### config.mk
export PLATFORM = sky130hd
export DESIGN_NAME = irq_latch_agg
export DESIGN_NICKNAME = d
export VERILOG_FILES = /design/src/rtl/irqagg_pkg.sv /design/src/rtl/irqagg_regs.sv /design/src/rtl/irqagg_flags.sv /design/src/rtl/irqagg_gate.sv /design/src/rtl/irq_latch_agg.sv
export SDC_FILE = /design/constraint.sdc
export NUM_CORES = 1
export LEC_CHECK = 0
export BUFFER_PORTS_ARGS = -buffer_cell sky130_fd_sc_hd__clkbuf_2
export CAP_MARGIN = 20
export CORE_MARGIN = 4
export CORE_UTILIZATION = 39
export DETAILED_ROUTE_END_ITERATION = 6
export PLACE_DENSITY = 0.94
export SYNTH_ARGS = -nofsm -noshare
export SYNTH_HDL_FRONTEND = slang
export SYNTH_SLANG_ARGS = --single-unit
### constraint.sdc
create_clock -name clk -period 2.54 [get_ports clk]
set_input_delay 0.381 -clock clk [delete_from_list [all_inputs] [get_ports clk]]
set_output_delay 0.381 -clock clk [all_outputs]
set_load 0.01 [all_outputs]
### src/rtl/irqagg_pkg.sv
package irqagg_pkg;
    localparam int SRC_N  = 5;
    localparam int REG_AW = 2;
    localparam int REG_DW = 32;

    typedef enum logic [REG_AW-1:0] {
        RA_FLAG  = 2'd0,
        RA_ENAB  = 2'd1,
        RA_FORCE = 2'd2,
        RA_CLEAR = 2'd3
    } reg_addr_e;
endpackage

### src/rtl/irqagg_regs.sv
// Register port decode: keeps the enable mask, turns force and clear writes
// into one-cycle strobes and muxes read data. Assumes DW > N.
module irqagg_regs
    import irqagg_pkg::*;
#(
    parameter int N  = SRC_N,
    parameter int AW = REG_AW,
    parameter int DW = REG_DW
) (
    input  logic          clk,
    input  logic          rst_n,
    input  logic          wr_i,
    input  logic [AW-1:0] addr_i,
    input  logic [DW-1:0] wdata_i,
    input  logic [N-1:0]  flags_i,
    input  logic          latch_i,
    output logic [N-1:0]  en_o,
    output logic [N-1:0]  set_o,
    output logic [N-1:0]  clr_o,
    output logic          clr_latch_o,
    output logic [DW-1:0] rdata_o
);
    logic unused_hi;
    assign unused_hi = ^wdata_i[DW-1:N+1];

    // Enable mask storage, written at address 1
    always_ff @(posedge clk) begin
        if (!rst_n)
            en_o <= '0;
        else if (wr_i && addr_i == RA_ENAB)
            en_o <= wdata_i[N:1];
    end

    // Write-one strobes for force and clear
    always_comb begin
        set_o       = (wr_i && addr_i == RA_FORCE) ? wdata_i[N:1] : '0;
        clr_o       = (wr_i && addr_i == RA_CLEAR) ? wdata_i[N:1] : '0;
        clr_latch_o = wr_i && addr_i == RA_CLEAR && wdata_i[0];
    end

    // Read mux; force and clear words read as zero
    always_comb begin
        rdata_o = '0;
        case (addr_i)
            RA_FLAG: rdata_o[N:0] = {flags_i, latch_i};
            RA_ENAB: rdata_o[N:0] = {en_o, 1'b0};
            default: rdata_o = '0;
        endcase
    end

    assert_en_write_R6: assert property (@(posedge clk) disable iff (!rst_n)
        (wr_i && addr_i == RA_ENAB) |=> (en_o == $past(wdata_i[N:1])));
endmodule

### src/rtl/irqagg_flags.sv
// Sticky per-source flags. Hardware events and force strobes set a flag,
// clear strobes reset it, and a set always beats a clear in the same cycle.
module irqagg_flags #(
    parameter int N = irqagg_pkg::SRC_N
) (
    input  logic         clk,
    input  logic         rst_n,
    input  logic [N-1:0] evt_i,
    input  logic [N-1:0] set_i,
    input  logic [N-1:0] clr_i,
    output logic [N-1:0] flags_o
);
    for (genvar k = 0; k < N; k++) begin : g_flag
        // One flag bit: set has priority over clear
        always_ff @(posedge clk) begin
            if (!rst_n)
                flags_o[k] <= 1'b0;
            else if (evt_i[k] || set_i[k])
                flags_o[k] <= 1'b1;
            else if (clr_i[k])
                flags_o[k] <= 1'b0;
        end

        assert_evt_sets_R2: assert property (@(posedge clk) disable iff (!rst_n)
            evt_i[k] |=> flags_o[k]);
        assert_force_sets_R3: assert property (@(posedge clk) disable iff (!rst_n)
            set_i[k] |=> flags_o[k]);
        assert_clear_R4: assert property (@(posedge clk) disable iff (!rst_n)
            (clr_i[k] && !evt_i[k] && !set_i[k]) |=> !flags_o[k]);
        assert_set_wins_R5: assert property (@(posedge clk) disable iff (!rst_n)
            (clr_i[k] && evt_i[k]) |=> flags_o[k]);
    end
endmodule

### src/rtl/irqagg_gate.sv
// Global latch and pulse generator. Fires one registered pulse when the latch
// is open and some enabled flag is set; the pulse closes the latch, and only
// a software clear reopens it.
module irqagg_gate #(
    parameter int N = irqagg_pkg::SRC_N
) (
    input  logic         clk,
    input  logic         rst_n,
    input  logic [N-1:0] flags_i,
    input  logic [N-1:0] en_i,
    input  logic         clr_latch_i,
    output logic         latch_o,
    output logic         irq_o
);
    logic fire;
    assign fire = !latch_o && |(flags_i & en_i);

    // Latch closes on a pulse and opens on a software clear
    always_ff @(posedge clk) begin
        if (!rst_n) begin
            latch_o <= 1'b0;
            irq_o   <= 1'b0;
        end else begin
            irq_o <= fire;
            if (fire)
                latch_o <= 1'b1;
            else if (clr_latch_i)
                latch_o <= 1'b0;
        end
    end

    assert_one_cycle_R7: assert property (@(posedge clk) disable iff (!rst_n)
        irq_o |=> !irq_o);
    assert_pulse_with_latch_R7: assert property (@(posedge clk) disable iff (!rst_n)
        irq_o |-> latch_o);
    assert_latch_blocks_R8: assert property (@(posedge clk) disable iff (!rst_n)
        latch_o |=> !irq_o);
    assert_rearm_R9: assert property (@(posedge clk) disable iff (!rst_n)
        (!latch_o && |(flags_i & en_i)) |=> irq_o);
endmodule

### src/rtl/irq_latch_agg.sv
// Top of the interrupt aggregator: register port, sticky flags and global
// latch. Assumes event inputs are synchronous to clk.
module irq_latch_agg
    import irqagg_pkg::*;
(
    input  logic              clk,
    input  logic              rst_n,
    input  logic [SRC_N-1:0]  evt_i,
    input  logic              reg_wr_i,
    input  logic [REG_AW-1:0] reg_addr_i,
    input  logic [REG_DW-1:0] reg_wdata_i,
    output logic [REG_DW-1:0] reg_rdata_o,
    output logic              irq_o
);
    logic [SRC_N-1:0] flags, en, set_v, clr_v;
    logic             latch, clr_latch;

    irqagg_regs #(.N(SRC_N), .AW(REG_AW), .DW(REG_DW)) u_regs (
        .clk(clk), .rst_n(rst_n), .wr_i(reg_wr_i), .addr_i(reg_addr_i),
        .wdata_i(reg_wdata_i), .flags_i(flags), .latch_i(latch),
        .en_o(en), .set_o(set_v), .clr_o(clr_v), .clr_latch_o(clr_latch),
        .rdata_o(reg_rdata_o)
    );

    irqagg_flags #(.N(SRC_N)) u_flags (
        .clk(clk), .rst_n(rst_n), .evt_i(evt_i), .set_i(set_v),
        .clr_i(clr_v), .flags_o(flags)
    );

    irqagg_gate #(.N(SRC_N)) u_gate (
        .clk(clk), .rst_n(rst_n), .flags_i(flags), .en_i(en),
        .clr_latch_i(clr_latch), .latch_o(latch), .irq_o(irq_o)
    );

    assert_reset_quiet_R1: assert property (@(posedge clk)
        !rst_n |=> (!irq_o && flags == '0 && en == '0 && !latch));
    assert_disabled_quiet_R10: assert property (@(posedge clk) disable iff (!rst_n)
        (en == '0) |=> !irq_o);
endmodule

==> results by stage <==
Route:
- The routed layout has 619 vias.
- The routed length per placed instance is 12.3 um.
- Before antenna repair, the detailed router went through 4 iterations.
- The number of vias per cell is 4.59.
- In this run, the number of DRC markers left after iteration 0 of detailed routing was 9.
- The detail route stage leaves a number of antenna-violating nets equal to 0.
- Wires add up to 1660 um.
- The number of DRC violations after detailed routing is 0.

Finish:
- The core utilization of the finished layout is 44.1%.
- The net count reported at finish is between 150 and 200.
- The repair_antennas step left the layout with diodes totalling 0.
- Summing all non-filler instances in the final layout gives an area of 873 um2.
- From synthesis to final layout, the design area changed by 5.28%.
- In the layout the commonest cells are sky130_fd_sc_hd__conb_1 (26), sky130_fd_sc_hd__clkbuf_2 (22), sky130_fd_sc_hd__dfxtp_1 (12), sky130_fd_sc_hd__mux2i_1 (10), sky130_fd_sc_hd__nor2b_1 (10).
- The share of post-route cells with drive strength above 1 is 29.6%.
- The library cell used most frequently in the layout, excluding fill and tap cells, is sky130_fd_sc_hd__conb_1.

Synthesis:
- The share of the synthesized area in the top cell type is 29.0%.
- The number of distinct standard cells referenced by the synthesized netlist is 19.
- The Yosys warning count is 0.
- The number of synthesized register bits is 12.
- In this run, synthesis inferred 0 flip-flops with an integrated enable.
- By area the synthesized netlist is led by sky130_fd_sc_hd__dfxtp_1 (29%), sky130_fd_sc_hd__buf_4 (24%), sky130_fd_sc_hd__mux2i_1 (12%), sky130_fd_sc_hd__a221oi_2 (9.0%), sky130_fd_sc_hd__nor2b_1 (7.5%).
- The cell area that synthesis handed to floorplanning was 830 um2.
- In the synthesized netlist the async set-or-reset flop fraction comes to 0%.
- The largest area contributor in the netlist is sky130_fd_sc_hd__dfxtp_1.
- The share of the Yosys chip area taken by registers is 29.0%.
- The most used flip-flop cell after synthesis is sky130_fd_sc_hd__dfxtp_1.
- Synthesis produced 88 cells.
- The post-synthesis average cell area is 9.43 um2.

STA:
- For the final routed database, the setup TNS stands at 0 ns.
- The time the final worst path needs with I/O delays and setup is 1.51 ns.
- The maximum clock skew at final layout is between 0.0006 and 0.0007 ns.
- The number of hold violations in the final report is 0.
- The setup-violating endpoint count in the final report is 0.
- The final critical-path share of the clock period is between 50% and 60%.
- Setup repair after global routing left no endpoint under its margin.
- The maximum clock frequency is 0.663 GHz.
- The number of slew-limit violations in the final report is 0.

Floorplanning:
- The number of I/O pins is between 70 and 80.
- The total core area is 0.00198 mm2.
- The starting density of the core is a little over two fifths.
- The total number of placement rows is 16.
- The overall die width is 54.1 um.
- The vertical extent of the die is 54.1 um.
- The die covers 0.00293 mm2.

CTS:
- The clock reaches the later pin of the worst-skew pair after 0.27 ns.
- The clock tree buffer depth is 2.
- The total of hold buffers inserted after clock tree synthesis is 0.
- The post-CTS clock slew at the launch and capture registers of the worst setup and hold paths is 0.07 ns.
- The number of buffers added by the clock tree synthesis step is 3.
- The clock sink count is 12.
- The post-CTS resize count is 0.
- TritonCTS built the clock tree.
- The tree is rooted in a sky130_fd_sc_hd__clkbuf_4.
- In this run the number of H-tree levels came out at 1.
- The number of buffers inserted by post-CTS setup repair is 0.

Power:
- The maximum vdd ir drop is ~0.34 mV.
- The share of total power in the clock network is 27.9%.
- The leakage power is 0.446 nW.
- The analysis attributes to net switching a power of approximately 0.00012 W.
- The sequential group share of total power is 51.1%.
- The internal portion of the total power is ~0.00029 W.
- The power density of the placed cells is 467 mW/mm2.
- The switching share of power is 29.6%.
- Of the total power, combinational logic draws between 20% and 30%.

Worst setup path:
- The data required time at the worst endpoint is 2.16 ns.
- In this run the worst path has a maximum fanout of 14.
- The arrival time at the worst endpoint is 1.13 ns.
- The class of the most critical setup path is in2out.
- STA classifies the critical path startpoint as a primary input.
- The cell depth of the worst flop-to-flop path is 3.
- The slack of the worst reg-to-reg path is 1.39 ns.
- The startpoint identified for the worst register-to-register timing path is u_flags.flags_o[4].
- The terminus of the critical flop-to-flop path is u_gate.latch_o.
- The category of the worst setup path capture point is an output port.

GRT:
- Entering global routing, the biggest net connects 15 pins.
- The initial antenna violation count is 0.
- The first global-routing pass estimated 2450 um of wire.
- The number of global-route vias before repair is 569.
- The all-layer global routing usage is 11.8%.
- After global routing the overflow that remains totals 0.

Place:
- The standard cell area after detailed placement is 851 um2.
- The count of buffers added on input and output ports is 22.
- The final RePlAce weighted congestion is ~0.83.
- The total half-perimeter wirelength after legalization and detailed placement is 1290 um.

Worst hold path:
- The worst hold path belongs to the class in2reg.
- The startpoint of the lowest-slack hold path is evt_i[2].
- The hold path depth is 3.
- For hold timing, the worst endpoint is u_flags.flags_o[2].

Status:
- The flow ran to the end, and the final reports show no timing, DRC or antenna violations.

Run:
- The tool flagged a number of max-cap violations equal to 0.
area by class of cell:
type,instances,area [um2]
Fill cell,215,1110
Multi-Input combinational cell,71,467
Sequential cell,12,240
Timing Repair Buffer,22,110
Tap cell,27,33.8
Clock buffer,3,22.5
synthesized netlist by cell type (2+ instances only):
cell,count
sky130_fd_sc_hd__a221oi_2,5
sky130_fd_sc_hd__mux2i_1,10
sky130_fd_sc_hd__nand4_1,5
sky130_fd_sc_hd__nor2_1,5
sky130_fd_sc_hd__buf_4,27
sky130_fd_sc_hd__dfxtp_1,12
sky130_fd_sc_hd__nor2b_1,10
sky130_fd_sc_hd__buf_2,2
sky130_fd_sc_hd__nand2_1,2
critical path, stage by stage:
cell                       delay (ns)
sky130_fd_sc_hd__clkbuf_2        0.30
sky130_fd_sc_hd__mux2i_1         0.25
sky130_fd_sc_hd__nor2_1          0.06
sky130_fd_sc_hd__clkbuf_2        0.13
power groups by stage:
stage                     combinational, W  clock (W)  sequential (W)
after floorplan                  0.0000889          0        0.000210
after global placement           0.0000817          0        0.000211
after detailed placement         0.0000845          0        0.000213
after CTS                        0.0000848   0.000119        0.000208
after global routing             0.0000957   0.000130        0.000210
final                            0.0000855   0.000114        0.000208
worst max-delay path by stage:
| stage | startpoint | to | slack, ns |
|---|---|---|---|
| 2_1_floorplan | reg_addr_i[0] | reg_rdata_o[0] | 1.28 |
| 3_3_place_gp | reg_addr_i[0] | reg_rdata_o[4] | 1.07 |
| 3_5_place_dp | reg_addr_i[0] | reg_rdata_o[1] | 1.04 |
| 4_1_cts | reg_addr_i[0] | reg_rdata_o[1] | 1.04 |
| 5_1_grt | reg_addr_i[0] | reg_rdata_o[1] | 0.98 |
| 6_report | reg_addr_i[0] | reg_rdata_o[1] | 1.03 |
registers in the layout, summed over array words and instances (netlist names):
name / flops
u_flags.flags_o: 5
u_gate.irq_o: 1
u_regs.en_o: 5
u_gate.latch_o: 1
cells by family after synthesis:
group,after synthesis,share of synthesized area (%)
DFF,12,29.0
AOI/OAI and AO/OA,8,12.5
and+or+nand+nor,27,19.9
buffers and inverters,30,26.1
muxes,10,12.1
other,1,0.452
through the flow:
stage          worst slack, ns  hold WS, ns  cells  power (W)
6_report                  1.03        0.347    135   0.000408
2_1_floorplan             1.28        0.507    113   0.000299
4_1_cts                   1.04        0.344    135   0.000412
3_3_place_gp              1.07        0.523    132   0.000293
3_5_place_dp              1.04        0.545    132   0.000297
5_1_grt                  0.975        0.350    135   0.000435
metal layers:
| metal | vias up | routed length (um) | global-route usage (%) |
|---|---|---|---|
| met5 | - | 0 | 0 |
| met4 | 0 | 0 | 2.49 |
| li1 | 298 | - | - |
| met1 | 282 | 681 | 14.0 |
| met3 | 0 | 235 | 6.37 |
| met2 | 39 | 743 | 18.5 |
Note: power is estimated with default switching activity, not from simulation.
